<file path="src/rtl/fes_pkg.sv">
package fes_pkg;

    // Registered state of the error signaling controller
    typedef struct packed {
        logic pend;     // an error is outstanding
        logic trapped;  // the native trap was already raised for it
        logic trap;     // trap request output register
        logic native;   // effective mode: 1 native, 0 compatibility
    } fes_state_t;

endpackage

</file>
<file path="src/rtl/fes_sync.sv">
module fes_sync #(
    parameter int   STAGES  = 2,
    parameter logic RST_VAL = 1'b1
) (
    input  logic clk,
    input  logic rst_n,
    input  logic d_i,
    output logic q_o
);

    logic [STAGES-1:0] sh_d;
    logic [STAGES-1:0] sh_q;

    generate
        if (STAGES == 1) begin : g_single
            always_comb sh_d = d_i;
        end else begin : g_chain
            always_comb sh_d = {sh_q[STAGES-2:0], d_i};
        end
    endgenerate

    always_ff @(posedge clk or negedge rst_n) begin
        if (!rst_n) sh_q <= {STAGES{RST_VAL}};
        else        sh_q <= sh_d;
    end

    assign q_o = sh_q[STAGES-1];

endmodule

</file>
<file path="src/rtl/fes_core.sv">
module fes_core
    import fes_pkg::*;
#(
    parameter logic RST_NATIVE = 1'b0
) (
    input  logic clk,
    input  logic rst_n,
    input  logic err_pend_i,
    input  logic clr_i,
    input  logic req_i,
    input  logic mode_i,
    input  logic ign_i,
    output logic err_n_o,
    output logic trap_o,
    output logic grant_o,
    output logic stall_o
);

    fes_state_t st_d;
    fes_state_t st_q;
    logic       blocked;
    logic       fire;

    always_comb begin
        // compatibility path blocks only when the ignore function is off
        blocked = st_q.pend & (st_q.native | ~ign_i);
        grant_o = req_i & ~blocked;
        stall_o = req_i & blocked;
        fire    = st_q.native & st_q.pend & req_i & ~st_q.trapped;

        st_d         = st_q;
        st_d.pend    = clr_i ? 1'b0 : (st_q.pend | err_pend_i);
        st_d.trapped = clr_i ? 1'b0 : (st_q.trapped | fire);
        st_d.trap    = fire;
        if (grant_o && !st_q.pend) st_d.native = mode_i;
    end

    always_ff @(posedge clk or negedge rst_n) begin
        if (!rst_n) begin
            st_q.pend    <= 1'b0;
            st_q.trapped <= 1'b0;
            st_q.trap    <= 1'b0;
            st_q.native  <= RST_NATIVE;
        end else begin
            st_q <= st_d;
        end
    end

    assign err_n_o = ~(st_q.pend & ~st_q.native);
    assign trap_o  = st_q.trap;


    clr_release_chk: assert property (@(posedge clk) disable iff (!rst_n)
        clr_i |=> err_n_o);


    trap_single_chk: assert property (@(posedge clk) disable iff (!rst_n)
        trap_o |=> !trap_o);


    trap_cause_chk: assert property (@(posedge clk) disable iff (!rst_n)
        trap_o |-> $past(stall_o));


    pin_rise_chk: assert property (@(posedge clk) disable iff (!rst_n)
        $rose(err_n_o) |-> $past(clr_i));


    mode_boundary_chk: assert property (@(posedge clk) disable iff (!rst_n)
        !$stable(st_q.native) |-> ($past(grant_o) && !$past(st_q.pend)));


    grant_excl_chk: assert property (@(posedge clk) disable iff (!rst_n)
        !(grant_o && stall_o));

endmodule

</file>
<file path="src/rtl/fpu_err_signal.sv">
module fpu_err_signal #(
    parameter int   SYNC_STAGES = 2,
    parameter int   VEC_W       = 8,
    parameter int   TRAP_VEC    = 16,
    parameter logic RST_NATIVE  = 1'b0
) (
    input  logic             clk,
    input  logic             rst_n,
    input  logic             err_pend_i,
    input  logic             clr_err_i,
    input  logic             issue_req_i,
    input  logic             issue_mode_i,
    input  logic             ign_n_i,
    output logic             trap_o,
    output logic [VEC_W-1:0] trap_vec_o,
    output logic             err_n_o,
    output logic             issue_ok_o,
    output logic             stall_o
);

    localparam logic [VEC_W-1:0] VEC = VEC_W'(TRAP_VEC);

    logic ign_n_s;
    logic ign_act;

    fes_sync #(
        .STAGES (SYNC_STAGES),
        .RST_VAL(1'b1)
    ) i_ign_sync (
        .clk  (clk),
        .rst_n(rst_n),
        .d_i  (ign_n_i),
        .q_o  (ign_n_s)
    );

    assign ign_act = ~ign_n_s;

    fes_core #(
        .RST_NATIVE(RST_NATIVE)
    ) i_core (
        .clk       (clk),
        .rst_n     (rst_n),
        .err_pend_i(err_pend_i),
        .clr_i     (clr_err_i),
        .req_i     (issue_req_i),
        .mode_i    (issue_mode_i),
        .ign_i     (ign_act),
        .err_n_o   (err_n_o),
        .trap_o    (trap_o),
        .grant_o   (issue_ok_o),
        .stall_o   (stall_o)
    );

    assign trap_vec_o = trap_o ? VEC : '0;

endmodule

</file>
<file path="config.mk">
export PLATFORM = sky130hd
export DESIGN_NAME = fpu_err_signal
export DESIGN_NICKNAME = d
export VERILOG_FILES = /design/src/rtl/fes_pkg.sv /design/src/rtl/fes_sync.sv /design/src/rtl/fes_core.sv /design/src/rtl/fpu_err_signal.sv
export SDC_FILE = /design/constraint.sdc
export NUM_CORES = 1
export LEC_CHECK = 0
export BUFFER_PORTS_ARGS = -buffer_cell sky130_fd_sc_hd__buf_2
export CAP_MARGIN = 30
export CORE_AREA = 2 2 39 41
export DETAILED_ROUTE_END_ITERATION = 8
export DIE_AREA = 0 0 41 43
export SLEW_MARGIN = 20
export SYNTH_ARGS = -nofsm -noshare
export SYNTH_HDL_FRONTEND = slang
export SYNTH_SLANG_ARGS = --single-unit
</file>
<file path="constraint.sdc">
create_clock -name clk -period 1.75 [get_ports clk]
set_input_delay 0.0875 -clock clk [delete_from_list [all_inputs] [get_ports clk]]
set_output_delay 0.0875 -clock clk [all_outputs]
set_load 0.05 [all_outputs]
</file>
==> metrics.md, run 1 <==
| Metric | Value |
|---|---|
| Status | finished clean |
| Diode count | 0 |
| Setup crit start | i_ign_sync.sh_q[1] |
| Area leader, netlist | dfrtp_1 |
| Crit path DAT | 1.21 ns |
| Remaining Overflow, GRT | 0 |
| Input/output buffers | 11 |
| Internal power | 262.6 uW |
| Clock power share | 34.8% |
| Longest Clk Path Bufs | 2 |
| Syn avg cell area | 10.94 um2 |
| CP max stage cell | dfstp_2 |
| Hold WS | 0.05706 ns |
| Largest net degree at the start of global routing | 7 |
| Cell Area, Synth | 295.3 um2 |
| Initial antenna violation count | 0 |
| Warnings from Yosys | 0 |
| Post-Synthesis Cells | 27 |
| GRT Util Overall | 6.377% |
| Gp weighted congestion | 0.6529 |
| Fraction of the mapped netlist area in simple logic gates | 13.56% |
| Post-synthesis sequential area ratio | 51.69% |
| WL final | 438 um |
| Root Buffer | clkbuf_4 |
| Fill cells | 147 |
| Antenna violation net count after detailed routing | 0 |
| Setup_tns | 0 ns |
| Clk_lat worst skew | 0.24 ns |
| WP data required | 1.66 ns |
| Clock sink total | 6 |
| Routed len/inst | 7.424 um |
| Synth area leaders | dfrtp_1 (34%), buf_4 (20%), dfstp_2 (18%) |
| Synth Area in XOR/XNOR | 0% |
| Tot Pwr | 393.8 uW |
| # setup viols final | 0 |
| Largest family of logic cells by synthesized area | buffers and inverters |
| Hold path start | err_pend_i |
| Initial DRT Pass Iterations | 1 |
| RSZ-0062 raised after global routing | no |
| Comb power frac | 25.0% |
| Worst r2r src | i_core.st_q[3] |
| VDD IR max | 0.3008 mV |
| Vias in the first global route | 190 |
| Leakage power | 0.0002095 uW |
| Die Y-Extent | 43 um |
| Vias post-DR | 204 |
| CP cell instances | o21ai_0, and2_2, buf_2 |
| Rows | 14 |
| DRC Markers | 0 |
| Power Density | 1012 nW/um2 |
| Hold Path Stages | 3 |
| Worst R2R Path Depth | 2 |
| Fmax | 770.3 MHz |
| FF+latch count, synth | 6 |
| Final Non-Filler Cells | 59 |
| Nets@finish | 51 |
| Placed cells | 52 |
| Maxcap violations | 0 |
| First-pass GRT wire length | 669 um |
| Cts hold-fix bufs | 2 |
| Layout cells sized above 1 | 44.19% |
| R2r setup slk | 0.76 ns |
| Core area | 1384 um2 |
| Ratio of final minimum period to clock period | 74.19% |
| Mux cell area share after synthesis | 5.085% |
| Fin Clk Skew | 0.01017 ns |
| Max stage delay on crit path | 0.52 ns |
| Postcts setup bufs | 0 |
| Crit. End Element | output port |
| Switching Fraction | 33.31% |
| Top-area cell type share of the netlist area | 33.90% |
| # IOs | 19 |
| Distinct cells, synth | 14 |
| Synth Area in Compound Gates | 6.780% |
| Minimum clock period | 1.298 ns |
| Post-cts sizing count | 0 |
| Crit start category | flip-flop |
| Critical path class | reg -> out |
| Chip width | 41 um |
| Endpoints failing hold | 0 |
| First DRT Iteration DRCs | 0 |
| Area delta synth->final | 31.78% |
| Flop pwr share | 40.2% |
| Sw Pwr | 131.2 uW |
| Starting density of the core | 21.34% |
| Worst-path fanout max | 2 |
| Vias/cell | 3.458 |
| Worst hold path type | in -> reg |
| Deepest level of the CTS H-tree | 1 |
| CTS clk-pin slew, worst paths | 0.05 ns |
| CTS tree | built |
| DP HPWL | 354.8 um |
| Inserted Clock Buffers | 3 |
| Die Area | 1763 um2 |
| Slew Viols, Final | 0 |
| Adder-Cell Fraction of Synth Area | 0% |
==> path summary, 6_finish.rpt <==
kind / to
min in group asynchronous: i_core.st_q[2]
setup / recovery: issue_ok_o
max in group asynchronous: i_ign_sync.sh_q[0]
hold / removal: i_core.st_q[3]
setup reg to reg: i_core.st_q[0]
hold reg to reg: i_ign_sync.sh_q[1]
==> critical path: cells and delay by family, from the launching register on <==
kind / cells / cell delay (ns)
flip-flops: 1 / 0.52
buffers and inverters: 1 / 0.20
AND/OR/NAND/NOR: 1 / 0.19
AO/OA/AOI/OAI: 1 / 0.07
==> routing by layer <==
| metal | up-vias | global-route usage (%) | wire (um) |
|---|---|---|---|
| li1 | 102 | - | - |
| met1 | 89 | 6.271 | 175 |
| met2 | 13 | 8.125 | 205 |
| met3 | 0 | 3.141 | 56 |
| met4 | 0 | 8.000 | 0 |
| met5 | - | 0 | 0 |
==> final cells by class <==
| class | instances | area (um2) | share of cell area [%] |
|---|---|---|---|
| well taps | 16 | 20.02 | 5.145 |
| inverters | 1 | 3.754 | 0.9646 |
| clock buffers | 4 | 26.28 | 6.752 |
| flip-flops and latches | 6 | 152.6 | 39.23 |
| multi-input cells | 18 | 101.3 | 26.04 |
| repair buffers | 14 | 85.08 | 21.86 |
==> cell families after synthesis <==
kind of cell | after synthesis
simple gates | 7
mux | 1
buf+inv | 9
flops | 6
compound gates | 3
other cells | 1
==> placed cells by master, fill, tap and decap left out <==
cell type	n
or2b_1	1
clkbuf_4	3
mux2_4	1
a21oi_1	1
nand3_1	1
dlygate4sd3_1	3
nor2_1	3
nor2b_2	1
dfrtp_1	4
clkbuf_1	1
o21ai_0	1
o211a_1	1
inv_1	1
and2_2	1
conb_1	7
dfstp_2	2
buf_2	11
==> sequential cells by signal (all words and copies together) (netlist names) <==
| register | flops |
|---|---|
| i_core.trap_o | 1 |
| i_core.st_q | 3 |
| i_ign_sync.sh_q | 2 |
==> cell usage after synthesis <==
| master | instances |
|---|---|
| buf_4 | 8 |
| dfrtp_1 | 4 |
| nor2_1 | 3 |
| dfstp_2 | 2 |
| a21oi_1 | 1 |
| and2_2 | 1 |
| conb_1 | 1 |
| inv_1 | 1 |
| mux2_4 | 1 |
| nand3_1 | 1 |
| nor2b_2 | 1 |
| o211a_1 | 1 |
| o21ai_0 | 1 |
| or2b_1 | 1 |
==> power groups by stage <==
stage / registers (uW) / clock network [uW] / logic, uW
finish: 158 / 137 / 98.5
floorplan: 164 / 0 / 85.3
global placement: 160 / 0 / 93.7
CTS: 158 / 142 / 97.6
global route: 160 / 155 / 105
detailed placement: 161 / 0 / 94.1
==> stage by stage <==
step	util [%]	setup WS (ns)	instance area (um2)
floorplan	-	0.7448	317.8
global placement	24.05	0.6947	332.8
detailed placement	24.05	0.6941	332.8
CTS	27.40	0.4358	379.1
finish	28.12	0.4517	389.1
global route	28.12	0.3872	389.1
Note: power is estimated with default switching activity, not from simulation.
==> run 2: changes to the inputs <==
==> constraint.sdc (replaced) <==
create_clock -name clk -period 1.1 [get_ports clk]
set_input_delay 0.055 -clock clk [delete_from_list [all_inputs] [get_ports clk]]
set_output_delay 0.055 -clock clk [all_outputs]
set_load 0.05 [all_outputs]
==> run 2 against run 1 <==
  * The flow now finishes with violations (negative setup slack)
  * Critical path depth is the same
  * Routed wire length increased by 21%
  * Via count increased by 4.9%
  * Flip-flop and latch count stayed put
  * Register-to-register slack worse by 0.76 ns
==> metrics.md, run 2 (synthesis results as in run 1) <==
| Metric | Value |
|---|---|
| DP HPWL | 363.2 um (was 354.8 um) |
| Status | finished with violations (was finished clean) |
| Ratio of final minimum period to clock period | 106.3% |
| Vias in the first global route | 238 (was 190) |
| Nets@finish | 53 (was 51) |
| Rows | 14 (unchanged) |
| CTS tree | built (unchanged) |
| Crit path DAT | 1.11 ns (was 1.21 ns) |
| Starting density of the core | 21.34% (unchanged) |
| Gp weighted congestion | 0.6632 (was 0.6529) |
| Setup crit start | i_ign_sync.sh_q[1] (unchanged) |
| Leakage power | 0.0002279 uW (was 0.0002095 uW) |
| Vias/cell | 3.508 (was 3.458) |
| Crit. End Element | output port (unchanged) |
| Die Y-Extent | 43 um (unchanged) |
| Top reg by flops | i_core.st_q (unchanged) |
| Root Buffer | clkbuf_4 (unchanged) |
| Diode count | 0 (unchanged) |
| Antenna violation net count after detailed routing | 0 (unchanged) |
| Worst-path fanout max | 2 (unchanged) |
| Remaining Overflow, GRT | 0 (unchanged) |
| Clk_lat worst skew | 0.24 ns (about the same) |
| GRT Util Overall | 7.708% (was 6.377%) |
| First DRT Iteration DRCs | 0 (unchanged) |
| Power Density | 1539 nW/um2 (was 1012 nW/um2) |
| Critical path class | reg -> out (unchanged) |
| Commonest non-fill, non-tap cell in the layout | buf_2 (unchanged) |
| Initial DRT Pass Iterations | 1 (unchanged) |
| Setup_tns | -0.1037 ns (was 0 ns) |
| First-pass GRT wire length | 848 um (was 669 um) |
| Worst r2r src | i_core.st_q[3] (unchanged) |
| Slack of the critical path | -0.06907 ns (was 0.4517 ns) |
| Inserted Clock Buffers | 3 (unchanged) |
| Final Cell Area | 427.9 um2 (was 389.1 um2) |
| Hold WS | 0.03935 ns (was 0.05706 ns) |
| RSZ-0062 raised after global routing | yes (was no) |
| VDD IR max | 0.5789 mV (was 0.3008 mV) |
| Clock sink total | 6 (unchanged) |
| Routed len/inst | 8.656 um (was 7.424 um) |
| Tot Pwr | 658.7 uW (was 393.8 uW) |
| Maxcap violations | 0 (unchanged) |
| Most frequent cells in the layout | buf_2 (8), conb_1 (7), dfrtp_1 (4) (was buf_2 (11), conb_1 (7), dfrtp_1 (4)) |
| # setup viols final | 3 (was 0) |
| DRC Markers | 0 (unchanged) |
| Area delta synth->final | 44.92% (was 31.78%) |
| Hold path start | err_pend_i (unchanged) |
| Minimum clock period | 1.169 ns |
| Post-place setup slack | 0.07102 ns (was 0.6941 ns) |
| Vias post-DR | 214 (was 204) |
| Slew Viols, Final | 0 (unchanged) |
| Fmax | 855.4 MHz |
| Largest register FFs | 3 (unchanged) |
| Die Area | 1763 um2 (unchanged) |
| Crit start category | flip-flop (unchanged) |
| Initial antenna violation count | 0 (unchanged) |
| Core area | 1384 um2 (unchanged) |
| Fin Clk Skew | 0.007587 ns (was 0.01017 ns) |
| Failing checks | negative setup slack |
| # IOs | 19 (unchanged) |
| Input/output buffers | 11 (unchanged) |
| Deepest level of the CTS H-tree | 1 (unchanged) |
| Endpoints failing hold | 0 (unchanged) |
| Worst hold path type | in -> reg (unchanged) |
| CTS clk-pin slew, worst paths | 0.05 ns (about the same) |
| Chip width | 41 um (unchanged) |
| WP data required | 1.04 ns (was 1.66 ns) |
| Post-DP Area | 332.8 um2 (unchanged) |
| Largest net degree at the start of global routing | 7 (unchanged) |
| WL final | 528 um (was 438 um) |
| Longest Clk Path Bufs | 2 (unchanged) |
| Layout cells sized above 1 | 46.67% (was 44.19%) |
## run 2: cell count changes in the layout (fill, tap and decap cells not counted), sizes merged
cell / before / now
buf: 11 / 13
## run 2: stage by stage
step / util [%] / cells
floorplan: - / 33
global placement: 24.05 / 52
detailed placement: 24.05 / 52
CTS: 30.92 / 61
global route: 30.92 / 61
finish: 30.92 / 61
## run 2: where the power goes
group | internal, uW | switching (uW) | leakage, uW
clock network | 138 | 81.3 | 0.0000150
registers | 240 | 11.6 | 0.0000726
logic | 63.9 | 124 | 0.000140
total | 441 | 217 | 0.000228
## run 2: layout make-up
class,count,area (um2)
Inverter,1,3.754
Multi-Input combinational cell,18,102.6
Sequential cell,6,152.6
Fill cell,153,955.9
Timing Repair Buffer,16,122.6
Tap cell,16,20.02
Clock buffer,4,26.28
## run 2: routing by layer
metal	up-vias	share of wire (%)	global-route usage [%]
met5	-	0	0
met4	0	0	8.000
met3	0	8.3	3.141
met2	13	49	11.88
met1	96	42	6.645
li1	105	-	-
## run 2: worst paths after layout
check	endpoint	slack, ns	cells past startpoint
setup / recovery	issue_ok_o	-0.07	3
hold / removal	i_core.st_q[3]	0.04	3
setup reg to reg	i_core.st_q[0]	0	3
hold reg to reg	i_ign_sync.sh_q[1]	0.35	0
max in group asynchronous	i_ign_sync.sh_q[0]	0.71	2
min in group asynchronous	i_core.st_q[2]	0.16	2
## run 2: critical path, cell delays in order, from the launching register on
cell and delay [ns]:
dfstp_2 0.52, o21ai_1 0.07, and2_4 0.14, buf_8 0.14
## run 2: repair_timing
item / in CTS / in global routing
hold buffers: 3 / 0
hold endpoints to repair: 9 / 0
buffers inserted: 2 / 0
gates resized for setup: 9 / 0
pin swaps: 2 / 1
setup endpoints to repair: 3 / 4
==> run 3: changes to the inputs <==
--- a/config.mk
+++ b/config.mk
@@ -8,9 +8,11 @@
 export BUFFER_PORTS_ARGS = -buffer_cell sky130_fd_sc_hd__buf_2
 export CAP_MARGIN = 30
 export CORE_AREA = 2 2 39 41
+export CTS_CLUSTER_SIZE = 20
 export DETAILED_ROUTE_END_ITERATION = 8
 export DIE_AREA = 0 0 41 43
 export SLEW_MARGIN = 20
 export SYNTH_ARGS = -nofsm -noshare
 export SYNTH_HDL_FRONTEND = slang
+export SYNTH_HIERARCHICAL = 1
 export SYNTH_SLANG_ARGS = --single-unit
==> run 3 against run 2 <==
  * The flow still finishes with violations (negative setup slack)
  * Flip-flop and latch count did not move
  * Register-to-register slack improved by 0.04 ns
  * Synthesized cell count rose by 3.7%
  * Area after synthesis rose by 0.85%
  * Maximum frequency fell by 5.1%
  * Count of clock-buffer cells in the layout fell by 1
  * Worst setup slack got worse by 0.063 ns
  * Clock skew fell by 0.0026 ns
  * Combinational power rose by 13%
  * Via count rose by 5.6%
  * Global-route usage rose by 0.40 points
==> metrics.md, run 3 <==
| Metric | Value |
|---|---|
| Status | finished with violations (unchanged) |
| Failing checks | negative setup slack (unchanged) |
| Slack of the critical path | -0.1321 ns (was -0.06907 ns) |
| CP Depth | 4 (was 3) |
| Synth area leaders | dfrtp_1 (34%), buf_4 (20%), dfstp_2 (18%) (unchanged) |
| WP data required | 1.04 ns (about the same) |
| WL final | 497 um (was 528 um) |
| Rows | 14 (unchanged) |
| Final Cell Area | 465.4 um2 (was 427.9 um2) |
| Commonest non-fill, non-tap cell in the layout | buf_2 (unchanged) |
| Area delta synth->final | 56.30% (was 44.92%) |
| Fin Clk Skew | 0.004962 ns (was 0.007587 ns) |
| R2r setup slk | 0.04 ns (was 0 ns) |
| Buf/Inv on CP | 2 (was 1) |
| Synth Area in XOR/XNOR | 0% (unchanged) |
| Largest family of logic cells by synthesized area | buffers and inverters (unchanged) |
| CP cell instances | inv_2, nand2b_4, and3_4, buf_8 (was o21ai_1, and2_4, buf_8) |
| Top reg by flops | i_core/st_q (was i_core.st_q) |
| Diode count | 0 (unchanged) |
| CTS tree | built (unchanged) |
| Leakage power | 0.0002437 uW (was 0.0002279 uW) |
| Most frequent cells in the layout | buf_2 (8), conb_1 (7) (was buf_2 (8), conb_1 (7), dfrtp_1 (4)) |
| Die Area | 1763 um2 (unchanged) |
| Multi-input gate area | 120.1 um2 (was 102.6 um2) |
| Adder-Cell Fraction of Synth Area | 0% (unchanged) |
| Largest register FFs | 3 (unchanged) |
| Worst R2R Path Depth | 3 (unchanged) |
| Max stage delay on crit path | 0.52 ns (about the same) |
| Initial DRT Pass Iterations | 2 (was 1) |
| First DRT Iteration DRCs | 3 (was 0) |
| VDD IR max | 0.5884 mV (was 0.5789 mV) |
| Maxcap violations | 0 (unchanged) |
| Vias/cell | 3.587 (was 3.508) |
| Distinct cells, synth | 14 (unchanged) |
| Ratio of final minimum period to clock period | 112.0% (was 106.3%) |
| Vias in the first global route | 219 (was 238) |
| Setup crit start | i_ign_sync/sh_q[1] (was i_ign_sync.sh_q[1]) |
| Antenna violation net count after detailed routing | 0 (unchanged) |
| Setup_tns | -0.1556 ns (was -0.1037 ns) |
| Top-area cell type share of the netlist area | 33.61% (was 33.90%) |
| Worst r2r src | i_core/st_q[3] (was i_core.st_q[3]) |
| Inserted Clock Buffers | 3 (unchanged) |
| Mux cell area share after synthesis | 5.042% (was 5.085%) |
| First-pass GRT wire length | 841 um (was 848 um) |
| GRT Util Overall | 8.105% (was 7.708%) |
| Vias post-DR | 226 (was 214) |
| Power Density | 1423 nW/um2 (was 1539 nW/um2) |
| RSZ-0062 raised after global routing | yes (unchanged) |
| Routed len/inst | 7.889 um (was 8.656 um) |
| Largest net degree at the start of global routing | 7 (unchanged) |
| Clock sink total | 6 (unchanged) |
| Main synth FF type | dfrtp_1 (unchanged) |
| Sequential Area | 153.9 um2 (was 152.6 um2) |
| Worst-path fanout max | 2 (unchanged) |
| EDFF count, synth | 0 (unchanged) |
| Minimum clock period | 1.232 ns (was 1.169 ns) |
| CP max stage cell | dfstp_2 (unchanged) |
| Crit start category | flip-flop (unchanged) |
| Gp weighted congestion | 0.6325 (was 0.6632) |
| Die Y-Extent | 43 um (unchanged) |
| Root Buffer | clkbuf_4 (unchanged) |
| Initial antenna violation count | 0 (unchanged) |
| Area leader, netlist | dfrtp_1 (unchanged) |
| Longest Clk Path Bufs | 2 (unchanged) |
| Starting density of the core | 21.52% (was 21.34%) |
| FF+latch count, synth | 6 (unchanged) |
| Remaining Overflow, GRT | 0 (unchanged) |
| Post-DP Area | 339.1 um2 (was 332.8 um2) |
| Fmax | 811.6 MHz (was 855.4 MHz) |
| Fill cells | 153 (unchanged) |
| Ys async rst share | 100.0% (unchanged) |
| Tot Pwr | 662.5 uW (was 658.7 uW) |
| Crit path DAT | 1.18 ns (was 1.11 ns) |
| CTS clk-pin slew, worst paths | 0.05 ns (about the same) |
| Chip width | 41 um (unchanged) |
| Crit. End Element | output port (unchanged) |
| Slew Viols, Final | 0 (unchanged) |
| Critical path class | reg -> out (unchanged) |
| CP top delay family | flip-flops (unchanged) |
| # setup viols final | 2 (was 3) |
| Input/output buffers | 11 (unchanged) |
| Synth Area in Compound Gates | 4.202% (was 6.780%) |
| Warnings from Yosys | 6 (was 0) |
| Cell Area, Synth | 297.8 um2 (was 295.3 um2) |
| Deepest level of the CTS H-tree | 1 (unchanged) |
| Post-synthesis sequential area ratio | 51.26% (was 51.69%) |
| Post-Synthesis Cells | 28 (was 27) |
| Endpoints failing hold | 0 (unchanged) |
| # IOs | 19 (unchanged) |
| Hold path start | err_pend_i (unchanged) |
| Commonest cells in the netlist | buf_4 (8), dfrtp_1 (4), nor2_1 (3) (unchanged) |
| Clk_lat worst skew | 0.24 ns (about the same) |
| Core area | 1384 um2 (unchanged) |
| Worst hold path type | in -> reg (unchanged) |
| Layout cells sized above 1 | 57.45% (was 46.67%) |
| Count leader, synth | buf_4 (unchanged) |
| CP endpoint | stall_o (was issue_ok_o) |
| DRC Markers | 0 (unchanged) |
| R2r endpoint | i_core/st_q[0] (was i_core.st_q[0]) |
| Nets@finish | 56 (was 53) |
| Syn avg cell area | 10.64 um2 (was 10.94 um2) |
| Fraction of the mapped netlist area in simple logic gates | 15.55% (was 13.56%) |
-- run 3: changes by cell type after synthesis --
cell | previous run | this run
a21boi_0 | 0 | 1
and2_2 | 1 | 0
and3_2 | 0 | 1
inv_1 | 1 | 2
nand2b_1 | 0 | 1
o211a_1 | 1 | 0
o21ai_0 | 1 | 0
-- run 3: worst register-to-register path, stage by stage (launching register included) --
cell and delay (ns):
dfrtp_2 0.43, buf_6 0.13, nor2b_4 0.10, mux2_4 0.29
-- run 3: layer usage --
metal | vias to the layer above | GRT usage (%) | part of all wire, %
met5 | - | 0 | 0
li1 | 110 | - | -
met3 | 0 | 7.853 | 14
met4 | 0 | 4.000 | 0
met2 | 17 | 12.19 | 51
met1 | 99 | 6.623 | 34
-- run 3: where the power goes --
part / switching [uW] / internal (uW) / total (uW)
Combinational: 130 / 82.2 / 213
Clock: 75.2 / 123 / 198
Sequential: 10.9 / 241 / 252
Total: 217 / 446 / 662
-- run 3: layout make-up --
class / instances / share of cell area [%]
clock buffers: 3 / 4.839
well taps: 16 / 4.301
repair buffers: 18 / 30.38
flip-flops and latches: 6 / 33.06
inverters: 2 / 1.613
multi-input cells: 18 / 25.81
-- run 3: worst min path at each step --
stage	endpoint	slack, ns	depth (start not counted)
2_1_floorplan	i_core/st_q[0]	-0.24	0
3_3_place_gp	i_core/st_q[3]	-0.12	1
3_5_place_dp	i_core/st_q[2]	-0.12	1
4_1_cts	i_core/st_q[3]	0.02	3
5_1_grt	i_core/st_q[3]	0.03	3
6_report	i_core/st_q[3]	0.02	3
-- run 3: kinds of logic (layout without fill, tap and decap cells) --
group,count (synthesis),count (layout)
buf+inv,10,23
simple gates,8,8
flops,6,6
compound gates,2,2
other cells,1,7
mux,1,1
-- run 3: metrics by stage --
step                setup WS, ns  utilization, %  cells  hold slack (ns)
global route             -0.1684           33.63     63          0.02516
global placement         0.01115           24.50     53          -0.1176
detailed placement       0.01147           24.50     53          -0.1195
finish                   -0.1321           33.63     63          0.02431
CTS                      -0.1356           32.46     62          0.01953
floorplan                0.03161               -     34          -0.2406
-- run 3: repair_timing --
| item | 4_1_cts | 5_1_grt |
|---|---|---|
| resized for setup | 11 | 2 |
| endpoints found under the setup margin | 3 | 4 |
| endpoints found under the hold margin | 9 | 0 |
| hold buffers | 3 | 0 |
| setup buffers | 3 | 1 |
| pin swaps | 2 | 0 |
